[src/rtl/lrsel_pkg.sv]
// Shared definitions for the list-entry selector: field positions inside a
// 64-bit list entry, the state encoding and the per-entry candidate record.
// Assumes every entry is exactly ENTRY_W bits wide.
package lrsel_pkg;

    localparam int ENTRY_W  = 64;
    localparam int PRIO_W   = 8;
    localparam int ST_HI    = 63;
    localparam int ST_LO    = 62;
    localparam int GRP_BIT  = 60;
    localparam int NMI_BIT  = 59;
    localparam int PRIO_HI  = 55;
    localparam int PRIO_LO  = 48;
    localparam logic [PRIO_W-1:0] PRIO_IDLE = '1;

    typedef enum logic [1:0] {
        ST_INVALID  = 2'b00,
        ST_PENDING  = 2'b01,
        ST_ACTIVE   = 2'b10,
        ST_ACT_PEND = 2'b11
    } lr_state_e;

    typedef struct packed {
        logic              cand;
        logic              nmi;
        logic [PRIO_W-1:0] prio;
    } lr_cand_t;

endpackage

[src/rtl/lrsel_entry_decode.sv]
// Decodes one list entry into a candidate record. An entry is a candidate
// only when its state is pending and its group is enabled. The non-maskable
// flag is forced low when the feature enable is off.
// Assumes the entry layout given in lrsel_pkg.
module lrsel_entry_decode
    import lrsel_pkg::*;
(
    input  logic [ENTRY_W-1:0] entry_i,
    input  logic               grp0_en_i,
    input  logic               grp1_en_i,
    input  logic               nmi_feat_en_i,
    output lr_cand_t           cand_o
);

    lr_state_e st;
    logic      grp_ok;

    // Extract the fields and qualify the entry as a candidate.
    always_comb begin
        st          = lr_state_e'(entry_i[ST_HI:ST_LO]);
        grp_ok      = entry_i[GRP_BIT] ? grp1_en_i : grp0_en_i;
        cand_o.cand = (st == ST_PENDING) && grp_ok;
        cand_o.nmi  = nmi_feat_en_i && entry_i[NMI_BIT];
        cand_o.prio = entry_i[PRIO_HI:PRIO_LO];
    end

endmodule

[src/rtl/lrsel_rank_stage.sv]
// One step of the ordered scan. It takes the best result so far and one
// candidate, and passes on whichever ranks higher. A candidate replaces the
// best when its priority is strictly lower, or when the priorities are equal
// and only the candidate is non-maskable. Because the comparison is strict,
// an earlier entry wins a full tie.
// Assumes the stages are chained in ascending index order.
module lrsel_rank_stage
    import lrsel_pkg::*;
#(
    parameter int IDX_W = 2,
    parameter int IDX   = 0
) (
    input  logic              in_valid_i,
    input  logic [PRIO_W-1:0] in_prio_i,
    input  logic              in_nmi_i,
    input  logic [IDX_W-1:0]  in_idx_i,
    input  lr_cand_t          cand_i,
    output logic              out_valid_o,
    output logic [PRIO_W-1:0] out_prio_o,
    output logic              out_nmi_o,
    output logic [IDX_W-1:0]  out_idx_o
);

    localparam logic [IDX_W-1:0] MY_IDX = IDX_W'(IDX);

    logic lower;
    logic tie_nmi;
    logic take;

    // Decide whether this candidate displaces the running best.
    always_comb begin
        lower   = cand_i.prio < in_prio_i;
        tie_nmi = (cand_i.prio == in_prio_i) && cand_i.nmi && !in_nmi_i;
        take    = cand_i.cand && (lower || tie_nmi);
    end

    // Forward either the candidate or the incoming best.
    always_comb begin
        if (take) begin
            out_valid_o = 1'b1;
            out_prio_o  = cand_i.prio;
            out_nmi_o   = cand_i.nmi;
            out_idx_o   = MY_IDX;
        end else begin
            out_valid_o = in_valid_i;
            out_prio_o  = in_prio_i;
            out_nmi_o   = in_nmi_i;
            out_idx_o   = in_idx_i;
        end
    end

endmodule

[src/rtl/lrsel_hppi.sv]
// Top of the selector. It decodes NUM_LR list entries, ranks them through an
// ascending chain of stages seeded with the idle priority, and registers the
// winner. The outputs follow the inputs by one clock.
// Assumes 1 <= NUM_LR <= 16 and a synchronous active-low reset.
module lrsel_hppi
    import lrsel_pkg::*;
#(
    parameter int NUM_LR = 4,
    localparam int IDX_W = (NUM_LR > 1) ? $clog2(NUM_LR) : 1,
    localparam int BANK_W = NUM_LR * ENTRY_W
) (
    input  logic              clk,
    input  logic              rst_n,
    input  logic              grp0_en_i,
    input  logic              grp1_en_i,
    input  logic              nmi_feat_en_i,
    input  logic [BANK_W-1:0] lr_bank_i,
    output logic [IDX_W-1:0]  sel_idx_o,
    output logic              sel_valid_o,
    output logic [PRIO_W-1:0] sel_prio_o,
    output logic              sel_nmi_o
);

    lr_cand_t          cands    [NUM_LR];
    logic              ch_valid [NUM_LR+1];
    logic [PRIO_W-1:0] ch_prio  [NUM_LR+1];
    logic              ch_nmi   [NUM_LR+1];
    logic [IDX_W-1:0]  ch_idx   [NUM_LR+1];

    // Seed the chain with "nothing found yet" at the idle priority.
    always_comb begin
        ch_valid[0] = 1'b0;
        ch_prio[0]  = PRIO_IDLE;
        ch_nmi[0]   = 1'b0;
        ch_idx[0]   = '0;
    end

    for (genvar k = 0; k < NUM_LR; k++) begin : g_lr
        lrsel_entry_decode u_dec (
            .entry_i       (lr_bank_i[k*ENTRY_W +: ENTRY_W]),
            .grp0_en_i     (grp0_en_i),
            .grp1_en_i     (grp1_en_i),
            .nmi_feat_en_i (nmi_feat_en_i),
            .cand_o        (cands[k])
        );

        lrsel_rank_stage #(.IDX_W(IDX_W), .IDX(k)) u_stage (
            .in_valid_i  (ch_valid[k]),
            .in_prio_i   (ch_prio[k]),
            .in_nmi_i    (ch_nmi[k]),
            .in_idx_i    (ch_idx[k]),
            .cand_i      (cands[k]),
            .out_valid_o (ch_valid[k+1]),
            .out_prio_o  (ch_prio[k+1]),
            .out_nmi_o   (ch_nmi[k+1]),
            .out_idx_o   (ch_idx[k+1])
        );
    end

    // Register the chain result; reset loads the idle values.
    always_ff @(posedge clk) begin
        if (!rst_n) begin
            sel_valid_o <= 1'b0;
            sel_prio_o  <= PRIO_IDLE;
            sel_nmi_o   <= 1'b0;
            sel_idx_o   <= '0;
        end else begin
            sel_valid_o <= ch_valid[NUM_LR];
            sel_prio_o  <= ch_prio[NUM_LR];
            sel_nmi_o   <= ch_nmi[NUM_LR];
            sel_idx_o   <= ch_idx[NUM_LR];
        end
    end

    // ---------------- assertions ----------------
    logic [BANK_W-1:0]  chk_bank_q;
    logic [ENTRY_W-1:0] chk_entry;

    // Keep the previous bank so the registered winner can be compared with it.
    always_ff @(posedge clk) begin
        chk_bank_q <= lr_bank_i;
    end

    // Pick out the entry that the registered index refers to.
    always_comb begin
        chk_entry = chk_bank_q[int'(sel_idx_o)*ENTRY_W +: ENTRY_W];
    end

    a_r1_groups_off: assert property (@(posedge clk) disable iff (!rst_n)
        (!grp0_en_i && !grp1_en_i) |=> (!sel_valid_o && sel_prio_o == PRIO_IDLE));

    a_r6_nmi_gated: assert property (@(posedge clk) disable iff (!rst_n)
        !nmi_feat_en_i |=> !sel_nmi_o);

    a_r8_idle_values: assert property (@(posedge clk) disable iff (!rst_n)
        !sel_valid_o |-> (sel_prio_o == PRIO_IDLE && !sel_nmi_o && sel_idx_o == '0));

    a_r2_winner_pending: assert property (@(posedge clk) disable iff (!rst_n)
        sel_valid_o |-> (chk_entry[ST_HI:ST_LO] == ST_PENDING
                         && chk_entry[PRIO_HI:PRIO_LO] == sel_prio_o));

endmodule

[config.mk]
export PLATFORM = sky130hd
export DESIGN_NAME = lrsel_hppi
export DESIGN_NICKNAME = d
export VERILOG_FILES = /design/src/rtl/lrsel_pkg.sv /design/src/rtl/lrsel_entry_decode.sv /design/src/rtl/lrsel_rank_stage.sv /design/src/rtl/lrsel_hppi.sv
export SDC_FILE = /design/constraint.sdc
export NUM_CORES = 1
export LEC_CHECK = 0
export ABC_AREA = 1
export CAP_MARGIN = 15
export CORE_AREA = 2 2 107 109
export CTS_CLUSTER_DIAMETER = 200
export DETAILED_ROUTE_END_ITERATION = 6
export DIE_AREA = 0 0 109 111
export HOLD_SLACK_MARGIN = 0.05
export PLACE_DENSITY = 0.67
export SYNTH_ARGS = -nofsm -noshare
export SYNTH_HDL_FRONTEND = slang
export SYNTH_HIERARCHICAL = 1
export SYNTH_SLANG_ARGS = --single-unit
[constraint.sdc]
create_clock -name clk -period 12.3 [get_ports clk]
set_input_delay 1.845 -clock clk [delete_from_list [all_inputs] [get_ports clk]]
set_output_delay 1.845 -clock clk [all_outputs]
set_load 0.03 [all_outputs]
==> results.json <==
{
  "status": "finished, final reports clean",
  "drt-total-wl_um": 5950,
  "relSlewSlack": 0.571,
  "synth_flop_cell": "dfxtp_1",
  "tritoncts": "built",
  "ir_drop_mv": 0.0362,
  "drive_gt1_frac": 0.0958,
  "yosys.area.top_type_share": 0.200,
  "grtUsageTotal": 0.106,
  "design_area_um2": 3040,
  "min_period_ns": 7.14,
  "vias": 2273,
  "synth_edf_count": 0,
  "critical_path_class": "in -> reg",
  "startpoint": "lr_bank_i[48]",
  "io_buffers": 64,
  "timing.fmax_ghz": 0.140,
  "grt_max_degree": 14,
  "yosysMostFrequentCell": "nand2_1",
  "synth_area_leader_cell": "nand2_1",
  "worstHoldPathType": "in -> reg",
  "diodes": 0,
  "wire_per_inst_um": 10.1,
  "utilization": 0.274,
  "setup_slack_ns": 5.16,
  "die_h_um": 111,
  "worst_pin_slew_ns": 0.644,
  "critical_path.max_fanout": 12,
  "slew_violations": 0,
  "pwr_density_cell_nw_per_um2": 75.6,
  "cpMaxStageDelayCell": "clkdlybuf4s50_1",
  "dpl_worst_slack_ns": 4.93,
  "rsz0062_at_grt": "no",
  "start_util": 0.215,
  "yosysSeqAreaShare": 0.101,
  "numClockSinks": 12,
  "dr.pass1.iters": 4,
  "synth.ff_latch_count": 12,
  "drc": 0,
  "crit_path_end_kind": "flip-flop",
  "cpMostUsedCell": "nand2_1",
  "p_leak_nw": 1.75,
  "cts_resized": 0,
  "synthDistinctLibCells": 25,
  "coreArea_um2": 11100,
  "placed_area_um2": 2950,
  "clk_transition_reported_paths_ns": 0.05,
  "post-cts-setup-buffers": 0,
  "hold_viol": 0,
  "crit_end": "sel_prio_o[2]",
  "syn_inst": 403,
  "root_buffer": "clkbuf_16",
  "ys_warn_count": 6,
  "setup_violations": 0,
  "cp-start-kind": "input pin",
  "overflow": 0,
  "syn_area_um2": 2380,
  "syn_to_final_growth_pct": 27.5,
  "netlist_top_cells_count": "nand2_1 (127), inv_1 (82), nand3_1 (39)",
  "grt_pass1_vias": 2220,
  "ioPinCount": 273,
  "clock_path_buffers": 2,
  "routabilityCongestion": 0.841,
  "cts_buffers": 3,
  "antenna_found_initial": 0,
  "netlist_top_cells_area": "nand2_1 (20%), ha_1 (17%), inv_1 (13%)",
  "async_flop_share": 0,
  "die_x_um": 109,
  "grt_pass1_wl_um": 10200,
  "layout.nets": 743,
  "max_cap_violations": 0,
  "dp_hpwl_um": 5050,
  "drtIter0Drc": 102,
  "syn_area_per_cell_um2": 5.91,
  "cp.required_ns": 12.41,
  "period_share": 0.581,
  "dieArea_um2": 12100,
  "rows": 39,
  "postRouteAntennaNets": 0,
  "finalSetupTns_ns": 0,
  "cp.arrival_ns": 7.25,
  "h-tree-depth": 1,
  "hold_buffers": 0,
  "slowest_delay_ns": 0.49,
  "drt-vias-per-instance": 3.84
}
[flip-flops by register name (all words and copies together), names as in the netlist]
register	cells
sel_nmi_o	1
sel_idx_o	2
sel_valid_o	1
sel_prio_o	8
[power breakdown]
| part | switching, mW | leakage (nW) | total, mW | internal, mW |
|---|---|---|---|---|
| logic | 0.0660 | 1.60 | 0.115 | 0.0495 |
| clock network | 0.0195 | 0.0442 | 0.0688 | 0.0493 |
| registers | 0.00219 | 0.100 | 0.0452 | 0.0431 |
| total | 0.0877 | 1.75 | 0.230 | 0.142 |
[layer usage]
metal  up-vias  global-route usage  wire length, µm
li1       1261                   -                -
met1       957               0.144             3020
met2        53               0.171             2520
met3         2              0.0270              387
met4         0              0.0171               27
met5         -                   0                0
[critical path, delay by kind of cell]
kind / cells / cell delay, ns
AO/OA/AOI/OAI: 3 / 0.44
adder cells (fa/ha/maj): 4 / 0.96
AND/OR/NAND/NOR: 28 / 3.18
buffers and inverters: 6 / 0.80
[placed cells by master (no fill, tap or decap)]
cell / Yosys / final
a21boi_0: 1 / 1
clkdlybuf4s50_1: 0 / 64
nand3_2: 1 / 1
nor3_2: 1 / 1
nor2_1: 9 / 9
nand2_2: 23 / 23
a21o_1: 4 / 4
o21ai_0: 4 / 4
clkbuf_8: 0 / 1
ha_1: 32 / 32
inv_2: 2 / 2
a21oi_2: 4 / 4
nand3_1: 39 / 39
conb_1: 2 / 21
nand2_1: 127 / 127
nor2_2: 3 / 3
dfxtp_1: 12 / 12
inv_1: 82 / 82
nand2_4: 2 / 2
a21boi_2: 3 / 3
a21oi_1: 8 / 8
clkbuf_16: 0 / 3
nor3_1: 3 / 3
[final cells by class]
class                           count  area [µm²]
Tap cell                          143         179
Clock buffer                        4        88.8
Timing Repair Buffer               64         641
Multi-Input combinational cell    285        1570
Sequential cell                    12         240
Inverter                           84         315
Fill cell                        1247        8040
[worst min path at each step]
stage,slack [ns],depth (start not counted),start,endpoint
final,2.31,5,lr_bank_i[244],sel_prio_o[4]
after global placement,2.55,5,lr_bank_i[245],sel_prio_o[5]
after CTS,2.31,5,lr_bank_i[244],sel_prio_o[4]
after floorplan,1.94,2,rst_n,sel_nmi_o
after detailed placement,2.56,5,lr_bank_i[244],sel_prio_o[4]
after global routing,2.37,5,lr_bank_i[244],sel_prio_o[4]
[cell families after synthesis]
kind of cell	synth area share
AOI/OAI and AO/OA	0.0699
buffers and inverters	0.269
adders and majority gates	0.168
DFF	0.101
and+or+nand+nor	0.389
other	0.00316
[stage by stage]
step / power (mW) / hold WS [ns] / std cells
floorplan: 0.132 / 1.94 / 422
global placement: 0.161 / 2.55 / 588
detailed placement: 0.161 / 2.56 / 588
CTS: 0.230 / 2.31 / 592
global route: 0.251 / 2.37 / 592
finish: 0.230 / 2.31 / 592
(Power assumes the default switching activity.)
